**src/rtl/pci_par_pkg.sv**
```systemverilog
package pci_par_pkg;

  // Bit positions inside the status clear input.
  localparam int CLR_DPE_BIT = 0;
  localparam int CLR_APE_BIT = 1;

  // Per-clock phase qualifiers derived from the bus control lines.
  typedef struct packed {
    logic addr;     // address phase this clock
    logic xfer;     // data phase completes this clock
    logic claimed;  // device select asserted this clock
    logic special;  // special cycle in progress
  } phase_t;

endpackage

```
**src/rtl/pci_par_tree.sv**
```systemverilog
module pci_par_tree #(
  parameter int ADW = 32,
  parameter int BEW = 4
) (
  input  logic [ADW-1:0] ad_i,
  input  logic [BEW-1:0] cbe_n_i,
  output logic           par_o
);

  localparam int LANE = ADW / BEW;

  logic [BEW-1:0] lane_par;

  // One XOR tree per byte lane, folded with its enable bit.
  for (genvar g = 0; g < BEW; g++) begin : g_lane
    assign lane_par[g] = (^ad_i[g*LANE +: LANE]) ^ cbe_n_i[g];
  end

  assign par_o = ^lane_par;

endmodule

```
**src/rtl/pci_par_track.sv**
```systemverilog
module pci_par_track
  import pci_par_pkg::*;
(
  input  logic   clk,
  input  logic   rst_n,
  input  logic   frame_n_i,
  input  logic   irdy_n_i,
  input  logic   trdy_n_i,
  input  logic   devsel_n_i,
  input  logic   special_i,
  input  logic   is_master_i,
  input  logic   is_read_i,
  input  logic   par_calc_i,
  output phase_t ph_o,
  output logic   par_o,
  output logic   par_oe_o
);

  logic busy_q, busy_d;
  logic par_q, par_d;
  logic oe_q, oe_d;
  logic irdy_act, trdy_act;

  always_comb begin
    irdy_act        = busy_q & ~irdy_n_i;
    trdy_act        = busy_q & ~trdy_n_i;
    ph_o.addr       = ~busy_q & ~frame_n_i;
    ph_o.xfer       = irdy_act & trdy_act;
    ph_o.claimed    = ~devsel_n_i;
    ph_o.special    = special_i;

    busy_d = busy_q;
    if (ph_o.addr) begin
      busy_d = 1'b1;
    end else if (busy_q && frame_n_i && irdy_n_i) begin
      busy_d = 1'b0;
    end

    // Parity value always lags the bus by one clock.
    par_d = par_calc_i;

    // Ownership of the parity line for the following clock.
    oe_d = (ph_o.addr & is_master_i)
         | (irdy_act & is_master_i & ~is_read_i)
         | (trdy_act & ~is_master_i & is_read_i);
  end

  always_ff @(posedge clk or negedge rst_n) begin
    if (!rst_n) begin
      busy_q <= 1'b0;
      par_q  <= 1'b0;
      oe_q   <= 1'b0;
    end else begin
      busy_q <= busy_d;
      par_q  <= par_d;
      oe_q   <= oe_d;
    end
  end

  assign par_o    = par_q;
  assign par_oe_o = oe_q;

endmodule

```
**src/rtl/pci_par_check.sv**
```systemverilog
module pci_par_check
  import pci_par_pkg::*;
(
  input  logic   clk,
  input  logic   rst_n,
  input  phase_t ph_i,
  input  logic   is_master_i,
  input  logic   is_read_i,
  input  logic   par_calc_i,
  input  logic   par_i,
  output logic   addr_err_o,
  output logic   data_err_o
);

  logic calc_q, calc_d;
  logic achk_q, achk_d;
  logic dchk_q, dchk_d;
  logic rx_role;

  always_comb begin
    // Receiver of data: target on writes, master on reads.
    rx_role = (is_master_i == is_read_i);
    calc_d  = par_calc_i;
    achk_d  = ph_i.addr & ~is_master_i;
    dchk_d  = ph_i.xfer & ph_i.claimed & ~ph_i.special & rx_role;
  end

  always_ff @(posedge clk or negedge rst_n) begin
    if (!rst_n) begin
      calc_q <= 1'b0;
      achk_q <= 1'b0;
      dchk_q <= 1'b0;
    end else begin
      calc_q <= calc_d;
      achk_q <= achk_d;
      dchk_q <= dchk_d;
    end
  end

  assign addr_err_o = achk_q & (par_i ^ calc_q);
  assign data_err_o = dchk_q & (par_i ^ calc_q);

endmodule

```
**src/rtl/pci_par_report.sv**
```systemverilog
module pci_par_report
  import pci_par_pkg::*;
(
  input  logic       clk,
  input  logic       rst_n,
  input  logic       addr_err_i,
  input  logic       data_err_i,
  input  logic [1:0] sts_clr_i,
  output logic       perr_n_o,
  output logic       perr_oe_o,
  output logic       serr_oe_o,
  output logic       sts_dpe_o,
  output logic       sts_ape_o
);

  logic lo_q, lo_d;
  logic hi_q, hi_d;
  logic serr_q, serr_d;
  logic dpe_q, dpe_d, dpe_en;
  logic ape_q, ape_d, ape_en;

  always_comb begin
    lo_d   = data_err_i;
    hi_d   = lo_q & ~data_err_i;
    serr_d = addr_err_i;

    dpe_en = data_err_i | sts_clr_i[CLR_DPE_BIT];
    dpe_d  = data_err_i;
    ape_en = addr_err_i | sts_clr_i[CLR_APE_BIT];
    ape_d  = addr_err_i;
  end

  always_ff @(posedge clk or negedge rst_n) begin
    if (!rst_n) begin
      lo_q   <= 1'b0;
      hi_q   <= 1'b0;
      serr_q <= 1'b0;
    end else begin
      lo_q   <= lo_d;
      hi_q   <= hi_d;
      serr_q <= serr_d;
    end
  end

  always_ff @(posedge clk or negedge rst_n) begin
    if (!rst_n) begin
      dpe_q <= 1'b0;
      ape_q <= 1'b0;
    end else begin
      if (dpe_en) dpe_q <= dpe_d;
      if (ape_en) ape_q <= ape_d;
    end
  end

  assign perr_n_o  = ~lo_q;
  assign perr_oe_o = lo_q | hi_q;
  assign serr_oe_o = serr_q;
  assign sts_dpe_o = dpe_q;
  assign sts_ape_o = ape_q;

endmodule

```
**src/rtl/pci_par_unit.sv**
```systemverilog
module pci_par_unit
  import pci_par_pkg::*;
#(
  parameter int ADW = 32,
  parameter int BEW = 4
) (
  input  logic           clk,
  input  logic           rst_n,
  input  logic [ADW-1:0] ad_i,
  input  logic [BEW-1:0] cbe_n_i,
  input  logic           par_i,
  input  logic           frame_n_i,
  input  logic           irdy_n_i,
  input  logic           trdy_n_i,
  input  logic           devsel_n_i,
  input  logic           is_master_i,
  input  logic           is_read_i,
  input  logic           special_i,
  input  logic [1:0]     sts_clr_i,
  output logic           par_o,
  output logic           par_oe_o,
  output logic           perr_n_o,
  output logic           perr_oe_o,
  output logic           serr_oe_o,
  output logic           sts_dpe_o,
  output logic           sts_ape_o
);

  logic [1:0] rst_pipe_q;
  logic       rst_int_n;
  logic       par_calc;
  phase_t     ph;
  logic       addr_err;
  logic       data_err;

  // Assert asynchronously, release on the clock.
  always_ff @(posedge clk or negedge rst_n) begin
    if (!rst_n) begin
      rst_pipe_q <= 2'b00;
    end else begin
      rst_pipe_q <= {rst_pipe_q[0], 1'b1};
    end
  end
  assign rst_int_n = rst_pipe_q[1];

  pci_par_tree #(.ADW(ADW), .BEW(BEW)) u_tree (
    .ad_i    (ad_i),
    .cbe_n_i (cbe_n_i),
    .par_o   (par_calc)
  );

  pci_par_track u_track (
    .clk         (clk),
    .rst_n       (rst_int_n),
    .frame_n_i   (frame_n_i),
    .irdy_n_i    (irdy_n_i),
    .trdy_n_i    (trdy_n_i),
    .devsel_n_i  (devsel_n_i),
    .special_i   (special_i),
    .is_master_i (is_master_i),
    .is_read_i   (is_read_i),
    .par_calc_i  (par_calc),
    .ph_o        (ph),
    .par_o       (par_o),
    .par_oe_o    (par_oe_o)
  );

  pci_par_check u_check (
    .clk         (clk),
    .rst_n       (rst_int_n),
    .ph_i        (ph),
    .is_master_i (is_master_i),
    .is_read_i   (is_read_i),
    .par_calc_i  (par_calc),
    .par_i       (par_i),
    .addr_err_o  (addr_err),
    .data_err_o  (data_err)
  );

  pci_par_report u_report (
    .clk        (clk),
    .rst_n      (rst_int_n),
    .addr_err_i (addr_err),
    .data_err_i (data_err),
    .sts_clr_i  (sts_clr_i),
    .perr_n_o   (perr_n_o),
    .perr_oe_o  (perr_oe_o),
    .serr_oe_o  (serr_oe_o),
    .sts_dpe_o  (sts_dpe_o),
    .sts_ape_o  (sts_ape_o)
  );

endmodule

```
**config.mk**
```make
export PLATFORM = sky130hd
export DESIGN_NAME = pci_par_unit
export DESIGN_NICKNAME = d
export VERILOG_FILES = /design/src/rtl/pci_par_pkg.sv /design/src/rtl/pci_par_tree.sv /design/src/rtl/pci_par_track.sv /design/src/rtl/pci_par_check.sv /design/src/rtl/pci_par_report.sv /design/src/rtl/pci_par_unit.sv
export SDC_FILE = /design/constraint.sdc
export NUM_CORES = 1
export LEC_CHECK = 0
export BUFFER_PORTS_ARGS = -buffer_cell sky130_fd_sc_hd__buf_4
export CORE_ASPECT_RATIO = 0.9
export CORE_UTILIZATION = 39
export CTS_CLUSTER_SIZE = 25
export DETAILED_ROUTE_END_ITERATION = 7
export PLACE_DENSITY = 0.75
export SYNTH_ARGS = -nofsm -noshare
export SYNTH_HDL_FRONTEND = slang
export SYNTH_SLANG_ARGS = --single-unit
```
**constraint.sdc**
```tcl
create_clock -name clk -period 1 [get_ports clk]
set_input_delay 0.15 -clock clk [delete_from_list [all_inputs] [get_ports clk]]
set_output_delay 0.15 -clock clk [all_outputs]
set_load 0.01 [all_outputs]
```
# Word-level counts from Yosys, hierarchy flattened
# Index checks and enable logic that the tools add are counted.
dict set report totals {
  register_bits 12
  elab_cells 58
}
dict set report op_classes {
  eq_ne 1
  mux 2
  bitwise 36
  n_reduce_logical 8
}
# op n
set ops {}
lappend ops {{XOR reduction 8 bit} 4}
lappend ops {{bitwise AND 1 bit} 16}
lappend ops {{NOT 1 bit} 10}
lappend ops {{bitwise OR 1 bit} 5}
lappend ops {{bitwise XOR 1 bit} 5}
lappend ops {{XOR reduction 4 bit} 1}
lappend ops {{logical AND 1 bit} 2}
lappend ops {{2-to-1 mux 1 bit} 2}
lappend ops {{nonzero test 2 bit} 1}
lappend ops {{equality test 1 bit} 1}

# Depth between registers and ports, before layout
# Gate-level depths: netlist of run 1.
dict set report logic_depth {
  ltp_word 6
  ltp_mapped 5
  ltp_nobuf 5
}

# By module
# Synthesis of run 1 repeated with hierarchy kept, for this count alone.
dict set report hier_totals {
  hier_cells 72
  hier_area_um2 799.5
}
# mod instances cells_per_inst area_per_inst_um2
set by_module_without_submodules {}
lappend by_module_without_submodules {pci_par_tree 1 34 311.5}
lappend by_module_without_submodules {pci_par_report 1 12 161.4}
lappend by_module_without_submodules {pci_par_track 1 13 145.1}
lappend by_module_without_submodules {pci_par_check 1 10 127.6}
lappend by_module_without_submodules {pci_par_unit 1 3 53.8}

# Worst setup path before layout of run 1
# Ideal clock, no wire load.
dict set report synth_timing {
  kind {input -> register}
  start {in ad_i[25]}
  end {reg u_track.par_q, in the netlist u_track.par_o}
  arrival_ns 1.136
  slack_ns -0.258
  stages 5
  path_buffers 0
  cell_sequence {xor2_1 > xnor2_1 > xnor2_1 > xnor3_1 > xnor2_1}
}
dict set report synth_between {
  elab_chain_cells 3
}
# item line_no
set synth_rtl {}
lappend synth_rtl {{from (decl)} pci_par_unit.sv:9} ;# input logic [ADW-1:0] ad_i,
lappend synth_rtl {{XOR reduction 8 bit} pci_par_tree.sv:16} ;# assign lane_par[g] = (^ad_i[g*LANE +: LANE]) ^ cbe_n_i[g];
lappend synth_rtl {{bitwise XOR 1 bit} pci_par_tree.sv:16}
lappend synth_rtl {{XOR reduction 4 bit} pci_par_tree.sv:19} ;# assign par_o = ^lane_par;
lappend synth_rtl {{via par_calc} pci_par_unit.sv:31} ;# logic par_calc;
lappend synth_rtl {{to (signal assigned)} pci_par_track.sv:55} ;# par_q <= par_d;
lappend synth_rtl {{to (decl)} pci_par_track.sv:20} ;# logic par_q, par_d;
# The timed path passes the listed nets, and every way through them passes these cells.
# A chain may end at the register's enable or synchronous reset.

# Worst setup path in the final report of run 1
dict set report layout_timing {
  start {in ad_i[15]}
  end {reg u_track.par_q, in the netlist u_track.par_o}
}
# The elaborated chain is that of the path after synthesis.

==> results of run 1 <==
area by class of cell:
class                           count  area [µm²]
Multi-Input combinational cell     52         472
Timing Repair Buffer               56         445
Fill cell                         136         418
Sequential cell                    12         300
Clock buffer                        4        36.3
Tap cell                           24        30.0
Inverter                            4        15.0
sequential cells by signal, indices dropped and copies added, names as in the netlist:
| register | cells |
|---|---|
| rst_pipe_q | 2 |
| u_check.achk_q | 1 |
| u_check.dchk_q | 1 |
| u_report.hi_q | 1 |
| u_report.lo_q | 1 |
| u_report.serr_oe_o | 1 |
| u_report.sts_ape_o | 1 |
| u_report.sts_dpe_o | 1 |
| u_track.busy_q | 1 |
| u_track.par_o | 1 |
| u_track.par_oe_o | 1 |
critical path, cell delays in order:
cell	delay (ns)
buf_4	0.11
xor2_1	0.16
xnor2_1	0.18
xnor2_1	0.16
xnor3_1	0.44
xnor2_1	0.13
cell families after synthesis:
| logic type | Yosys count |
|---|---|
| flip-flops | 12 |
| buffers and inverters | 4 |
| other | 1 |
| AO/OA/AOI/OAI | 4 |
| XOR/XNOR | 36 |
| AND/OR/NAND/NOR | 11 |
Yosys cell counts:
master / count
nor3_1: 2
a21o_1: 1
or3_1: 1
conb_1: 1
o21ai_0: 2
xor2_1: 6
or2_2: 1
o22ai_1: 1
and2_1: 1
dfrtp_1: 12
xnor3_1: 1
nand2_1: 3
xnor2_1: 29
nand3b_1: 1
inv_1: 4
nor2_1: 1
nand2b_1: 1
timing repair:
item,in CTS,in global routing
resized for setup,9,6
setup buffers,0,1
endpoints found under the setup margin,3,4
hold endpoints to repair,2,0
pin swaps,10,4
hold buffers,1,0
worst min path at each step:
stage | cells past startpoint | end | slack, ns
floorplan | 0 | rst_pipe_q[0] | -0.15
global placement | 1 | rst_pipe_q[0] | -0.07
detailed placement | 1 | rst_pipe_q[0] | -0.07
CTS | 2 | u_check.achk_q | 0.03
global route | 2 | u_check.achk_q | 0.04
finish | 2 | u_check.achk_q | 0.05
through the flow:
| stage | area (µm²) | setup TNS (ns) | total power [mW] | worst slack (ns) |
|---|---|---|---|---|
| finish | 1300 | -0.323 | 1.68 | -0.170 |
| global route | 1300 | -0.473 | 1.80 | -0.228 |
| CTS | 1260 | -0.352 | 1.69 | -0.189 |
| floorplan | 737 | -0.241 | 1.02 | -0.241 |
| global placement | 1170 | -0.412 | 1.26 | -0.412 |
| detailed placement | 1170 | -0.464 | 1.28 | -0.464 |
routing by layer:
| metal | share of wire | GRT usage |
|---|---|---|
| met1 | 0.32 | 0.154 |
| met2 | 0.59 | 0.342 |
| met3 | 0.068 | 0.0809 |
| met4 | 0.022 | 0.106 |
| met5 | 0 | 0 |
placed cells by master, fill, tap and decap left out, types with 2 or more instances in the layout:
cell type,count
xnor2_2,6
nand2_1,3
o21ai_0,2
xor2_1,5
clkbuf_4,3
dfrtp_1,12
buf_6,6
inv_1,3
nor3_1,2
buf_4,49
xnor2_1,23
report_power, final:
part | switching (mW) | leakage (nW) | internal (mW) | total (mW)
sequential | 0.0372 | 0.155 | 0.535 | 0.572
combinational | 0.257 | 0.474 | 0.483 | 0.740
clock | 0.146 | 0.0210 | 0.221 | 0.367
total | 0.441 | 0.651 | 1.24 | 1.68
==> flow_metrics.py, run 1 <==
metrics = {
    "outcome": {
        "outcome": "complete, but fails checks",
        "violations": "setup timing",
    },
    "final_layout": {
        "areaGrowthSynthToFinish_pct": 78.0,
        "drive_above_1_share": 0.539,
        "final_cells": 152,
        "post-route-util": 0.757,
        "antenna_cells": 0,
        "fin_nets": 177,
    },
    "routing": {
        "via_count": 669,
        "antenna_left": 0,
        "firstDrtPassIters": 2,
        "drc": 0,
        "drt_wl_total_um": 1570,
        "post_drt_wl_per_cell_um": 10.3,
        "viasPerCell": 4.40,
        "drtIter0Drc": 7,
    },
    "clock_tree": {
        "clock_path_buffers": 2,
        "cts.clk_slew.worst_paths_ns": 0.07,
        "cts_max_level": 1,
        "clock-sinks": 12,
        "insertion_delay_ns": 0.27,
        "cts_tree": "done",
        "root_buffer": "clkbuf_4",
        "cts_buffers": 3,
    },
    "sta": {
        "final.setup_skew_ns": 0.00226,
        "setup_viol": 2,
        "hold_viol": 0,
        "rsz0062_at_grt": "yes",
        "drv_slew": 0,
        "whs_ns": 0.0520,
        "fin_crit_ns": 1.17,
        "fmax_ghz": 0.855,
        "layout_setup_ws_ns": -0.170,
        "period_share": 1.17,
    },
    "power": {
        "power.density_nw_per_um2": 1290,
        "peakVddDrop_uv": 958,
        "leakagePower_nw": 0.651,
    },
    "hold_path": {
        "hp-start": "frame_n_i",
        "min_path_type": "in2reg",
    },
    "synthesis": {
        "synth_fa_ha_area_frac": 0,
        "netlist_area_um2": 729,
        "synthTopCellsByArea": "dfrtp_1 (41%), xnor2_1 (35%), xor2_1 (7.2%)",
        "synthSimpleGateAreaFrac": 0.0789,
        "ys_seq_area_frac": 0.412,
        "yosys_register_bits": 12,
        "synth_xor_area_frac": 0.451,
        "synth_top_family_by_area": "XOR/XNOR gates",
        "synth_cells": 68,
        "muxShareOfSynthArea": 0,
        "synth.distinct_cells": 17,
        "synth_compound_area_frac": 0.0326,
        "postSynthAreaPerCell_um2": 10.7,
        "synthesis.nets": 116,
        "synth_top_cell_area_share": 0.412,
        "ys_warn_count": 0,
        "synth_largest_area_cell": "dfrtp_1",
    },
    "die": {
        "core.rowCount": 14,
        "dieArea_um2": 2050,
        "start_util": 0.425,
        "core_um2": 1720,
        "dieHeight_um": 43.0,
        "boundaryPins": 55,
        "die_w_um": 47.6,
    },
    "setup_path": {
        "reg2reg_setup_slack_ns": 0.03,
        "cp-end-kind": "flip-flop",
        "rr_worst_depth": 3,
        "startpoint_type": "primary input",
        "worstPathMaxFanout": 1,
        "crit_end": "u_track.par_o",
        "crit-reg2reg-launch": "u_track.par_o",
        "worstSetupStartpoint": "ad_i[15]",
        "worst-endpoint-arrival_ns": 1.32,
        "required_ns": 1.15,
        "rr_endpoint": "u_report.sts_ape_o",
        "crit_type": "in2reg",
    },
    "placed_design": {
        "portBuffers": 54,
        "dpl.cell_count": 146,
        "place_congestion": 0.691,
    },
    "global_route": {
        "grt_max_degree": 11,
        "antenna_found_initial": 0,
        "overflow": 0,
        "grt_usage": 0.186,
        "grt_pass1_vias": 678,
        "grt_pass1_wl_um": 2490,
    },
    "run": {
        "maxCapViolCount": 0,
    },
}
No activity file was read; power rests on OpenSTA's default activity.
==> inputs of run 2 (changes only) <==
- CORE_UTILIZATION: 39 -> 41
- CTS_BUF_LIST: default -> sky130_fd_sc_hd__clkbuf_2 sky130_fd_sc_hd__clkbuf_4 sky130_fd_sc_hd__clkbuf_8
- PLACE_DENSITY: 0.75 -> 0.79
- RECOVER_POWER: default -> 25
==> run 2 against run 1 <==
The flow still finishes with violations (setup timing). Cell area about the same. Via count up 0.45%. Sequential power down 1%. Clock skew up 0.0024 ns. Wire length down 1.3%. Combinational power down 2%. Sequential share of layout area about the same. Critical endpoint is now perr_oe_o. Highest routed layer unchanged.
==> flow_metrics.py, run 2 (same netlist as run 1, synthesis figures left out) <==
metrics = {
    "clock_tree": {
        "insertion_delay_ns": 0.26,
        "cts.clk_slew.worst_paths_ns": 0.07,
        "clock-sinks": 12,
        "root_buffer": "clkbuf_4",
        "clock_path_buffers": 2,
        "cts_max_level": 1,
        "cts_buffers": 3,
        "cts_tree": "done",
    },
    "routing": {
        "drt_wl_total_um": 1550,
        "drtIter0Drc": 8,
        "via_count": 672,
        "drc": 0,
        "post_drt_wl_per_cell_um": 10.2,
        "viasPerCell": 4.42,
        "firstDrtPassIters": 3,
        "antenna_left": 0,
    },
    "power": {
        "leakagePower_nw": 0.649,
        "power.density_nw_per_um2": 1280,
        "peakVddDrop_uv": 797,
        "design_power_total_mw": 1.66,
    },
    "setup_path": {
        "required_ns": 0.85,
        "cp_slowest_stage_delay_ns": 0.38,
        "startpoint_type": "flip-flop",
        "crit-reg2reg-launch": "u_track.par_o",
        "reg2reg_setup_slack_ns": 0.03,
        "cpLargestDelayFamily": "flip-flops",
        "worstSetupStartpoint": "u_report.lo_q",
        "worstPathMaxFanout": 2,
        "crit_chain": "or2_4, buf_6",
        "cp_num_buf_inv": 1,
        "crit_type": "reg2out",
        "rr_endpoint": "u_report.sts_ape_o",
        "rr_worst_depth": 3,
        "crit_path_top_delay_cell": "dfrtp_1",
        "worst-path-stages": 2,
        "worst-endpoint-arrival_ns": 0.98,
        "cp-end-kind": "output port",
    },
    "die": {
        "die_w_um": 46.5,
        "start_util": 0.438,
        "core_um2": 1660,
        "dieArea_um2": 1950,
        "core.rowCount": 14,
        "boundaryPins": 55,
        "dieHeight_um": 42.0,
    },
    "hold_path": {
        "min_path_type": "in2reg",
        "hold-path-endpoint": "u_check.achk_q",
        "hp-start": "frame_n_i",
        "holdPathStages": 2,
    },
    "global_route": {
        "overflow": 0,
        "grt_pass1_vias": 702,
        "antenna_found_initial": 0,
        "grt_max_degree": 11,
        "grt_usage": 0.176,
        "grt_pass1_wl_um": 2490,
    },
    "sta": {
        "fin_crit_ns": 1.13,
        "layout_setup_ws_ns": -0.130,
        "period_share": 1.13,
        "rsz0062_at_grt": "yes",
        "drv_slew": 0,
        "setup_viol": 3,
        "tns_ns": -0.324,
        "final.setup_skew_ns": 0.00463,
        "hold_viol": 0,
        "fmax_ghz": 0.885,
    },
    "placed_design": {
        "place_congestion": 0.618,
        "place_ws_ns": -0.448,
        "dp_hpwl_um": 1320,
        "portBuffers": 54,
        "dpl_cell_area_um2": 1170,
    },
    "final_layout": {
        "post-route-util": 0.781,
        "mostFrequentLayoutCell": "buf_4",
        "fin_nets": 177,
        "fill_cells": 111,
        "regMostFlops": "rst_pipe_q",
        "stdcell_area_um2": 1300,
        "areaGrowthSynthToFinish_pct": 78.2,
        "largest_register_ffs": 2,
        "drive_above_1_share": 0.516,
        "antenna_cells": 0,
        "final_cell_mix": "buf_4 (44), xnor2_1 (23), dfrtp_1 (12), buf_6 (10)",
    },
    "run": {
        "maxCapViolCount": 0,
    },
    "outcome": {
        "outcome": "complete, but fails checks",
        "violations": "setup timing",
    },
}
==> run 2: changes by cell type in the layout (fill, tap and decap cells not counted), sizes merged <==
cell	before	now
clkbuf	4	5
buf	55	54
==> run 2: worst max path at each step <==
| stage | to | slack, ns |
|---|---|---|
| floorplan | u_track.par_o | -0.24 |
| global placement | u_track.par_o | -0.39 |
| detailed placement | u_track.par_o | -0.45 |
| CTS | perr_oe_o | -0.14 |
| global route | perr_oe_o | -0.17 |
| finish | perr_oe_o | -0.13 |
==> run 2: power breakdown <==
group	internal, mW	switching [mW]	leakage, nW	total, mW
clock	0.221	0.146	0.0210	0.367
combinational	0.478	0.250	0.473	0.727
sequential	0.535	0.0313	0.155	0.566
==> run 2: area by class of cell <==
cell class,instances,area (µm²),area share
timing repair buffer,56,457,0.351
multi-input combinational,52,462,0.355
clock buffer,4,36.3,0.0279
tap,24,30.0,0.0231
inverter,4,15.0,0.0115
sequential,12,300,0.231
==> run 2: routing by layer <==
| metal | share of wire | global-route usage | up-vias |
|---|---|---|---|
| met5 | 0 | 0 | - |
| met4 | 0.0090 | 0.0824 | 0 |
| met3 | 0.059 | 0.0216 | 2 |
| met2 | 0.61 | 0.347 | 35 |
| met1 | 0.32 | 0.163 | 304 |
| li1 | - | - | 331 |
==> run 2: stage by stage <==
stage,cells,hold WS (ns)
finish,152,0.0547
global route,152,0.0503
CTS,152,0.0478
detailed placement,146,-0.0633
global placement,146,-0.0640
floorplan,68,-0.146
==> run 2: timing repair <==
action,in CTS,in global routing
cloned,0,0
endpoints found under the setup margin,3,4
resized for setup,14,3
pin swaps,15,6
endpoints found under the hold margin,2,0
hold buffers,1,0
buffers inserted,1,0
